===== src/rtl/spiboot_pkg.sv =====
// Shared constants, state types and the preamble table for the SPI boot host.
// Assumes 16-bit SPI words; the preamble is computed, not stored.
package spiboot_pkg;

    localparam int WORD_W       = 16;
    localparam int PRE_WORDS    = 8;
    localparam int SETUP_HALVES = 4;   // two SPI periods
    localparam int GAP_HALVES   = 4;   // two SPI periods

    typedef enum logic [2:0] {
        H_IDLE,
        H_WAIT_REQ,
        H_ISSUE,
        H_FRAME,
        H_WAIT_REL
    } host_st_t;

    typedef enum logic [2:0] {
        F_IDLE,
        F_SETUP,
        F_SHIFT,
        F_HOLD,
        F_GAP
    } frame_st_t;

    // Word number idx of the boot preamble: two sync words then filler.
    function automatic logic [WORD_W-1:0] preamble_word(input int idx);
        case (idx)
            0:       preamble_word = 16'h5678;
            1:       preamble_word = 16'h8765;
            default: preamble_word = 16'hFFFF;
        endcase
    endfunction

endpackage


===== src/rtl/spiboot_sync.sv =====
// Two-flop synchronizer for one asynchronous level.
// Assumes the input is a slow level; resets to RST_VAL.
module spiboot_sync #(
    parameter bit RST_VAL = 1'b0
) (
    input  logic clk,
    input  logic rst_n,
    input  logic d,
    output logic q
);

    logic meta;

    // Two register stages toward the clk domain.
    always_ff @(posedge clk) begin
        if (!rst_n) begin
            meta <= RST_VAL;
            q    <= RST_VAL;
        end else begin
            meta <= d;
            q    <= meta;
        end
    end

endmodule


===== src/rtl/spiboot_clkdiv.sv =====
// Half-period tick generator for the SPI clock.
// A tick comes every div_half+1 cycles; clr restarts the phase so the
// first tick lands exactly div_half+1 cycles later.
module spiboot_clkdiv #(
    parameter int DIV_W = 8
) (
    input  logic             clk,
    input  logic             rst_n,
    input  logic             clr,
    input  logic [DIV_W-1:0] div_half,
    output logic             tick
);

    logic [DIV_W-1:0] cnt;

    assign tick = (cnt >= div_half);

    // Count system cycles within a half period.
    always_ff @(posedge clk) begin
        if (!rst_n || clr) begin
            cnt <= '0;
        end else if (tick) begin
            cnt <= '0;
        end else begin
            cnt <= cnt + 1'b1;
        end
    end

    // with a stable nonzero divider, ticks never come back to back.
    a_r8_tick_spacing: assert property (@(posedge clk) disable iff (!rst_n)
        (tick && !clr && div_half != '0 && $stable(div_half)) |=> !tick);

endmodule


===== src/rtl/spiboot_frame.sv =====
// Sends one 16-bit word in its own chip-select frame, CPOL 0 / CPHA 1, MSB first.
// Order of events: CS low, SETUP half periods, 16 clock pulses, one half period
// of hold, CS high, GAP half periods. Then a one-cycle done pulse.
// Assumes go is only raised while the engine is idle.
module spiboot_frame
    import spiboot_pkg::*;
#(
    parameter int DIV_W = 8
) (
    input  logic              clk,
    input  logic              rst_n,
    input  logic              go,
    input  logic [WORD_W-1:0] word,
    input  logic [DIV_W-1:0]  div_half,
    output logic              frame_done,
    output logic              spi_sclk,
    output logic              spi_cs_n,
    output logic              spi_mosi
);

    localparam int HCNT_W = $clog2(SETUP_HALVES > GAP_HALVES ? SETUP_HALVES : GAP_HALVES) + 1;
    localparam int BIT_W  = $clog2(WORD_W) + 1;

    frame_st_t         st;
    logic [HCNT_W-1:0] hcnt;
    logic [BIT_W-1:0]  bitn;
    logic [WORD_W-1:0] shreg;
    logic              tick;
    logic              accept;

    assign accept = go && (st == F_IDLE);

    spiboot_clkdiv #(.DIV_W(DIV_W)) u_div (
        .clk      (clk),
        .rst_n    (rst_n),
        .clr      (accept),
        .div_half (div_half),
        .tick     (tick)
    );

    // Frame sequencer: chip select, clock pulses and data shifting.
    always_ff @(posedge clk) begin
        if (!rst_n) begin
            st         <= F_IDLE;
            hcnt       <= '0;
            bitn       <= '0;
            shreg      <= '0;
            spi_sclk   <= 1'b0;
            spi_cs_n   <= 1'b1;
            spi_mosi   <= 1'b0;
            frame_done <= 1'b0;
        end else begin
            frame_done <= 1'b0;
            case (st)
                F_IDLE: begin
                    if (go) begin
                        shreg    <= word;
                        spi_cs_n <= 1'b0;
                        hcnt     <= '0;
                        bitn     <= '0;
                        st       <= F_SETUP;
                    end
                end
                F_SETUP: begin
                    if (tick) begin
                        if (hcnt == HCNT_W'(SETUP_HALVES - 1)) begin
                            spi_sclk <= 1'b1;
                            spi_mosi <= shreg[WORD_W-1];
                            shreg    <= {shreg[WORD_W-2:0], 1'b0};
                            st       <= F_SHIFT;
                        end else begin
                            hcnt <= hcnt + 1'b1;
                        end
                    end
                end
                F_SHIFT: begin
                    if (tick) begin
                        if (spi_sclk) begin
                            spi_sclk <= 1'b0;
                            bitn     <= bitn + 1'b1;
                            if (bitn == BIT_W'(WORD_W - 1)) begin
                                st <= F_HOLD;
                            end
                        end else begin
                            spi_sclk <= 1'b1;
                            spi_mosi <= shreg[WORD_W-1];
                            shreg    <= {shreg[WORD_W-2:0], 1'b0};
                        end
                    end
                end
                F_HOLD: begin
                    if (tick) begin
                        spi_cs_n <= 1'b1;
                        hcnt     <= '0;
                        st       <= F_GAP;
                    end
                end
                F_GAP: begin
                    if (tick) begin
                        if (hcnt == HCNT_W'(GAP_HALVES - 1)) begin
                            frame_done <= 1'b1;
                            st         <= F_IDLE;
                        end else begin
                            hcnt <= hcnt + 1'b1;
                        end
                    end
                end
                default: st <= F_IDLE;
            endcase
        end
    end

    // Checker state: half periods seen with CS low, with CS high, and falling edges per frame.
    logic [3:0] chk_low_ticks;
    logic [3:0] chk_high_ticks;
    logic [5:0] chk_falls;
    logic       sclk_q;

    always_ff @(posedge clk) begin
        if (!rst_n) begin
            chk_low_ticks  <= '0;
            chk_high_ticks <= 4'd15;
            chk_falls      <= '0;
            sclk_q         <= 1'b0;
        end else begin
            sclk_q <= spi_sclk;
            if (spi_cs_n) begin
                chk_low_ticks <= '0;
                if (tick && chk_high_ticks != 4'd15) chk_high_ticks <= chk_high_ticks + 1'b1;
            end else begin
                chk_high_ticks <= '0;
                if (tick && chk_low_ticks != 4'd15) chk_low_ticks <= chk_low_ticks + 1'b1;
            end
            if (spi_cs_n && !accept) chk_falls <= '0;
            else if (sclk_q && !spi_sclk) chk_falls <= chk_falls + 1'b1;
        end
    end

    // the clock only pulses inside a frame.
    a_r4_sclk_inside_frame: assert property (@(posedge clk) disable iff (!rst_n)
        spi_sclk |-> !spi_cs_n);

    // a frame closes only after exactly sixteen falling edges.
    a_r4_sixteen_falls: assert property (@(posedge clk) disable iff (!rst_n)
        $rose(spi_cs_n) |-> (chk_falls == 6'd16));

    // every rising edge is at least two SPI periods after CS fell.
    a_r5_cs_setup: assert property (@(posedge clk) disable iff (!rst_n)
        $rose(spi_sclk) |-> (chk_low_ticks >= 4'(SETUP_HALVES)));

    // CS high for at least two SPI periods before the next frame.
    a_r6_cs_gap: assert property (@(posedge clk) disable iff (!rst_n)
        $fell(spi_cs_n) |-> (chk_high_ticks >= 4'(GAP_HALVES)));

    // data moves only with a rising clock edge.
    a_r7_mosi_on_rise: assert property (@(posedge clk) disable iff (!rst_n)
        !$stable(spi_mosi) |-> $rose(spi_sclk));

endmodule


===== src/rtl/spiboot_host.sv =====
// Host controller for the SPI boot handshake. After start it waits for the
// peripheral's request, sends the eight-word preamble one frame per word,
// then waits for the request to drop (done) or for the limit to run out (timeout).
// Assumes irq_in is asynchronous; IRQ_ACT_LOW selects its active level.
module spiboot_host
    import spiboot_pkg::*;
#(
    parameter int DIV_W       = 8,
    parameter int TO_W        = 16,
    parameter bit IRQ_ACT_LOW = 1'b1
) (
    input  logic             clk,
    input  logic             rst_n,
    input  logic             start,
    input  logic [DIV_W-1:0] div_half,
    input  logic [TO_W-1:0]  timeout_lim,
    input  logic             irq_in,
    output logic             spi_sclk,
    output logic             spi_cs_n,
    output logic             spi_mosi,
    output logic             busy,
    output logic             done,
    output logic             timeout
);

    localparam int IDX_W = $clog2(PRE_WORDS);

    host_st_t          st;
    logic [IDX_W-1:0]  idx;
    logic [TO_W-1:0]   wcnt;
    logic              go_q;
    logic              frame_done;
    logic              irq_s;
    logic              irq_act;
    logic [WORD_W-1:0] cur_word;

    spiboot_sync #(.RST_VAL(IRQ_ACT_LOW)) u_irq_sync (
        .clk   (clk),
        .rst_n (rst_n),
        .d     (irq_in),
        .q     (irq_s)
    );

    assign irq_act  = IRQ_ACT_LOW ? !irq_s : irq_s;
    assign cur_word = preamble_word(int'(idx));
    assign busy     = (st != H_IDLE);

    spiboot_frame #(.DIV_W(DIV_W)) u_frame (
        .clk        (clk),
        .rst_n      (rst_n),
        .go         (go_q),
        .word       (cur_word),
        .div_half   (div_half),
        .frame_done (frame_done),
        .spi_sclk   (spi_sclk),
        .spi_cs_n   (spi_cs_n),
        .spi_mosi   (spi_mosi)
    );

    // Session sequencer: request wait, word issue, release wait.
    always_ff @(posedge clk) begin
        if (!rst_n) begin
            st      <= H_IDLE;
            idx     <= '0;
            wcnt    <= '0;
            go_q    <= 1'b0;
            done    <= 1'b0;
            timeout <= 1'b0;
        end else begin
            go_q <= 1'b0;
            case (st)
                H_IDLE: begin
                    if (start) begin
                        done    <= 1'b0;
                        timeout <= 1'b0;
                        idx     <= '0;
                        st      <= H_WAIT_REQ;
                    end
                end
                H_WAIT_REQ: begin
                    if (irq_act) st <= H_ISSUE;
                end
                H_ISSUE: begin
                    go_q <= 1'b1;
                    st   <= H_FRAME;
                end
                H_FRAME: begin
                    if (frame_done) begin
                        if (idx == IDX_W'(PRE_WORDS - 1)) begin
                            wcnt <= '0;
                            st   <= H_WAIT_REL;
                        end else begin
                            idx <= idx + 1'b1;
                            st  <= H_ISSUE;
                        end
                    end
                end
                H_WAIT_REL: begin
                    if (!irq_act) begin
                        done <= 1'b1;
                        st   <= H_IDLE;
                    end else if (wcnt == timeout_lim) begin
                        timeout <= 1'b1;
                        st      <= H_IDLE;
                    end else begin
                        wcnt <= wcnt + 1'b1;
                    end
                end
                default: st <= H_IDLE;
            endcase
        end
    end

    // no frame while still waiting for the request.
    a_r2_quiet_before_req: assert property (@(posedge clk) disable iff (!rst_n)
        (st == H_WAIT_REQ) |-> spi_cs_n);

    // success is only reported after a cycle with the request inactive.
    a_r9_done_after_release: assert property (@(posedge clk) disable iff (!rst_n)
        $rose(done) |-> $past(!irq_act));

    // done, timeout and busy exclude one another.
    a_r9_done_exclusive: assert property (@(posedge clk) disable iff (!rst_n)
        done |-> (!timeout && !busy));

    // a timed-out session has returned to idle.
    a_r10_timeout_idle: assert property (@(posedge clk) disable iff (!rst_n)
        timeout |-> !busy);

endmodule


===== config.mk =====
export PLATFORM = sky130hd
export DESIGN_NAME = spiboot_host
export DESIGN_NICKNAME = d
export VERILOG_FILES = /design/src/rtl/spiboot_pkg.sv /design/src/rtl/spiboot_sync.sv /design/src/rtl/spiboot_clkdiv.sv /design/src/rtl/spiboot_frame.sv /design/src/rtl/spiboot_host.sv
export SDC_FILE = /design/constraint.sdc
export NUM_CORES = 1
export LEC_CHECK = 0
export ABC_CLOCK_PERIOD_IN_PS = 2280
export BUFFER_PORTS_ARGS = -buffer_cell sky130_fd_sc_hd__buf_4
export CORE_ASPECT_RATIO = 2
export CORE_MARGIN = 3
export CORE_UTILIZATION = 54
export CTS_CLUSTER_SIZE = 10
export DETAILED_ROUTE_END_ITERATION = 8
export PLACE_DENSITY = 0.82
export SLEW_MARGIN = 20
export SYNTH_ARGS = -nofsm -noshare
export SYNTH_HDL_FRONTEND = slang
export SYNTH_HIERARCHICAL = 1
export SYNTH_SLANG_ARGS = --single-unit

===== constraint.sdc =====
create_clock -name clk -period 2.28 [get_ports clk]
set_input_delay 0.228 -clock clk [delete_from_list [all_inputs] [get_ports clk]]
set_output_delay 0.228 -clock clk [all_outputs]
set_load 0.01 [all_outputs]

==> flow_metrics.tcl <==
set metrics [dict create \
    root_buffer "clkbuf_16" \
    yosys_warnings 6 \
    die_y_um 126 \
    post-route-period-util_pct 99.2 \
    max_stage_delay_ns 0.38 \
    ios 34 \
    hold_buffers 0 \
    synth_edf_count 0 \
    grt_overflow 0 \
    critPathTopFamily "simple AND/OR/NAND/NOR gates" \
    synth_top_area_share_pct 34.2 \
    cp_num_buf_inv 2 \
    areaGrowthSynthToFinish_pct 21.3 \
    cts_made_buffers 9 \
    routed.top_layer "met4" \
    fin_ws_ns 0.0188 \
    power.density_nw_per_um2 599 \
    coreArea_um2 6940 \
    worstPathMaxFanout 6 \
    cts_tree "built" \
    cp.arrival_ns 2.48 \
    drt-met1-wl_um 3280 \
    cts_buffer_depth 2 \
    tns_ns 0 \
    first_pass_iters 5 \
    p_leak_nw 1.95 \
    total_power_mw 2.81 \
    wl_met2_um 5220 \
    drv_cap 0 \
    grt_usage_pct 22.6 \
    clk_latency_ns 0.32 \
    dr_wl_met3_um 324 \
    synth_seq_cells 66 \
    critPathLaunchType "flop" \
    synth_cell_types 66 \
    irDropWorstVdd_mv 0.461 \
    slew_headroom_pct 57.2 \
    avgRoutedWirePerCell_um 15.0 \
    crit_type "reg2reg" \
    path_clk_slew_ns 0.05 \
    hold_class "in2reg" \
    synth_area_leader_cell "dfxtp_1" \
    nets 556 \
    yosysSeqAreaShare_pct 34.2 \
    crit_chain "inv_2, ha_4, nand2b_4, a2111oi_4, or3_4, nand2_4, buf_6, nor2b_1, a31oi_1, o211ai_1, and2_1" \
    clock_sinks 66 \
    gp_congestion 0.956 \
    mostFrequentLayoutCells "dfxtp_1, buf_4, nor2_1, inv_1, nand2_1" \
    fin_util_pct 67.5 \
    first_iter_violations 206 \
    fin_cells 605 \
    cpMaxStageDelayCell "a2111oi_4" \
    post-dp-hpwl_um 6500 \
    portBuffers 33 \
    synth-async-reset-ratio_pct 0 \
    finalSetupViolations 0 \
    start_util_pct 55.7 \
    drive_gt1_share_pct 23.1 \
    final_common_cell "dfxtp_1" \
    grt_max_degree 36 \
    vias 3546 \
    cts_max_level 3 \
    cp_data_required_time_ns 2.50 \
    final_area_um2 4690 \
    slew_viol_final 0 \
    fmax_ghz 0.442 \
    via_per_inst 5.86 \
    placed_area_um2 4310 \
    post-route-min-period_ns 2.26 \
    die_w_um 65.8 \
    netlist_area_um2 3860 \
    status "completed" \
    detail-route-antenna-nets 0 \
    grt_pass1_wl_um 14900 \
    worstMarginPinSlew_ns 0.636 \
    finClkSkew_ns 0.00278 \
    dp.cells 585 \
    finalHoldViolations 0 \
    antenna_found_initial 0 \
    routed_wirelength_um 9080 \
    dieArea_um2 8260 \
    grt_setup_unrepaired "true" \
    dpl_worst_slack_ns -0.128 \
    drc 0 \
    end_kind "flop" \
    rows 43 \
    ys.flop_type "dfxtp_1" \
    worst_hold_slack_ns 0.0867 \
    grt_pass1_vias 3508 \
    postSynthAreaPerCell_um2 8.41 \
    antenna_cells 0 \
    yosys-top-cells-area "dfxtp_1, ha_1, xor2_1, nor2_1, o221a_2" \
    syn_inst 459 \
]
==> cells by family (layout without fill, tap and decap cells) <==
group	after synthesis	count (layout)	share of synthesized area (%)
AND/OR/NAND/NOR	169	169	22.3
AO/OA/AOI/OAI	98	98	20.4
flip-flops	66	66	34.2
buffers and inverters	66	119	7.35
XOR/XNOR	29	29	6.58
adder cells (fa/ha/maj)	18	18	5.83
multiplexers	12	12	3.21
other	1	4	0.0971
==> worst reg2reg max path: stages, from the launching register on <==
cell       delay [ns]
dfxtp_2          0.33
inv_2            0.04
ha_4             0.22
nand2b_4         0.14
a2111oi_4        0.38
or3_4            0.21
nand2_4          0.05
buf_6            0.13
nor2b_1          0.16
a31oi_1          0.21
o211ai_1         0.10
and2_1           0.18
==> synthesized netlist by cell type (2+ instances only) <==
cell       instances
dfxtp_1           66
nor2_1            46
inv_1             39
nand2_1           33
xor2_1            22
nand3_1           21
a31oi_1           20
ha_1              18
o221a_2           15
a21oi_1           14
clkbuf_1          13
nand2b_1          11
nor3_1            10
mux2i_1            9
and3_1             7
buf_2              7
o211ai_1           7
o21ai_0            7
xnor2_1            7
nand4_1            6
nor4_1             6
a21o_1             4
and2_1             4
nor2b_1            4
o21a_1             4
or3_1              4
a22oi_1            3
buf_6              3
mux2_2             3
nand3b_1           3
a211oi_1           2
a41o_1             2
and3b_1            2
buf_1              2
o2bb2ai_1          2
or3b_2             2
or4_1              2
==> area by class of cell <==
class | count | area (um^2)
Multi-Input combinational cell | 330 | 2340
Sequential cell | 66 | 1320
Inverter | 39 | 146
Tap cell | 90 | 113
Timing Repair Buffer | 64 | 484
Fill cell | 553 | 2250
Clock inverter | 2 | 10.0
Clock buffer | 14 | 274
==> registers in the layout, summed over array words and instances (netlist names) <==
name and flops:
go_q 1, u_frame/spi_cs_n 1, done 1, u_frame/hcnt 3, u_irq_sync/meta 1, idx 3, u_frame/spi_mosi 1, u_frame/st 3
u_frame/spi_sclk 1, st 3, u_irq_sync/q 1, wcnt 16, u_frame/u_div/cnt 8, u_frame/shreg 16, u_frame/frame_done 1, u_frame/bitn 5
timeout 1
==> report_power, final <==
part           total, mW  internal (mW)  switching (mW)
Combinational      0.305          0.157           0.148
Sequential          1.22           1.19          0.0290
Clock               1.29          0.821           0.466
==> routing by layer <==
metal,track usage (%),vias to the layer above
li1,-,1731
met1,21.8,1687
met2,42.9,102
met3,3.77,26
met4,12.5,0
met5,0,-
==> repair_timing <==
| item | CTS | global route |
|---|---|---|
| setup endpoints to repair | 27 | 31 |
| setup buffers | 2 | 2 |
| pin swaps | 4 | 4 |
| resized for setup | 7 | 7 |
| gates cloned | 0 | 0 |
==> worst paths after layout <==
path	depth (start not counted)	startpoint	to	slack, ns
worst max register to register	11	u_frame/u_div/cnt[0]$_SDFF_PP0_	u_frame/spi_sclk$_SDFFE_PN0P_	0.02
worst max-delay path	11	u_frame/u_div/cnt[0]$_SDFF_PP0_	u_frame/spi_sclk$_SDFFE_PN0P_	0.02
worst min register to register	1	u_irq_sync/meta$_SDFF_PN1_	u_irq_sync/q$_SDFF_PN1_	0.42
worst min-delay path	2	irq_in	u_irq_sync/meta$_SDFF_PN1_	0.09
(Power assumes the default switching activity.)
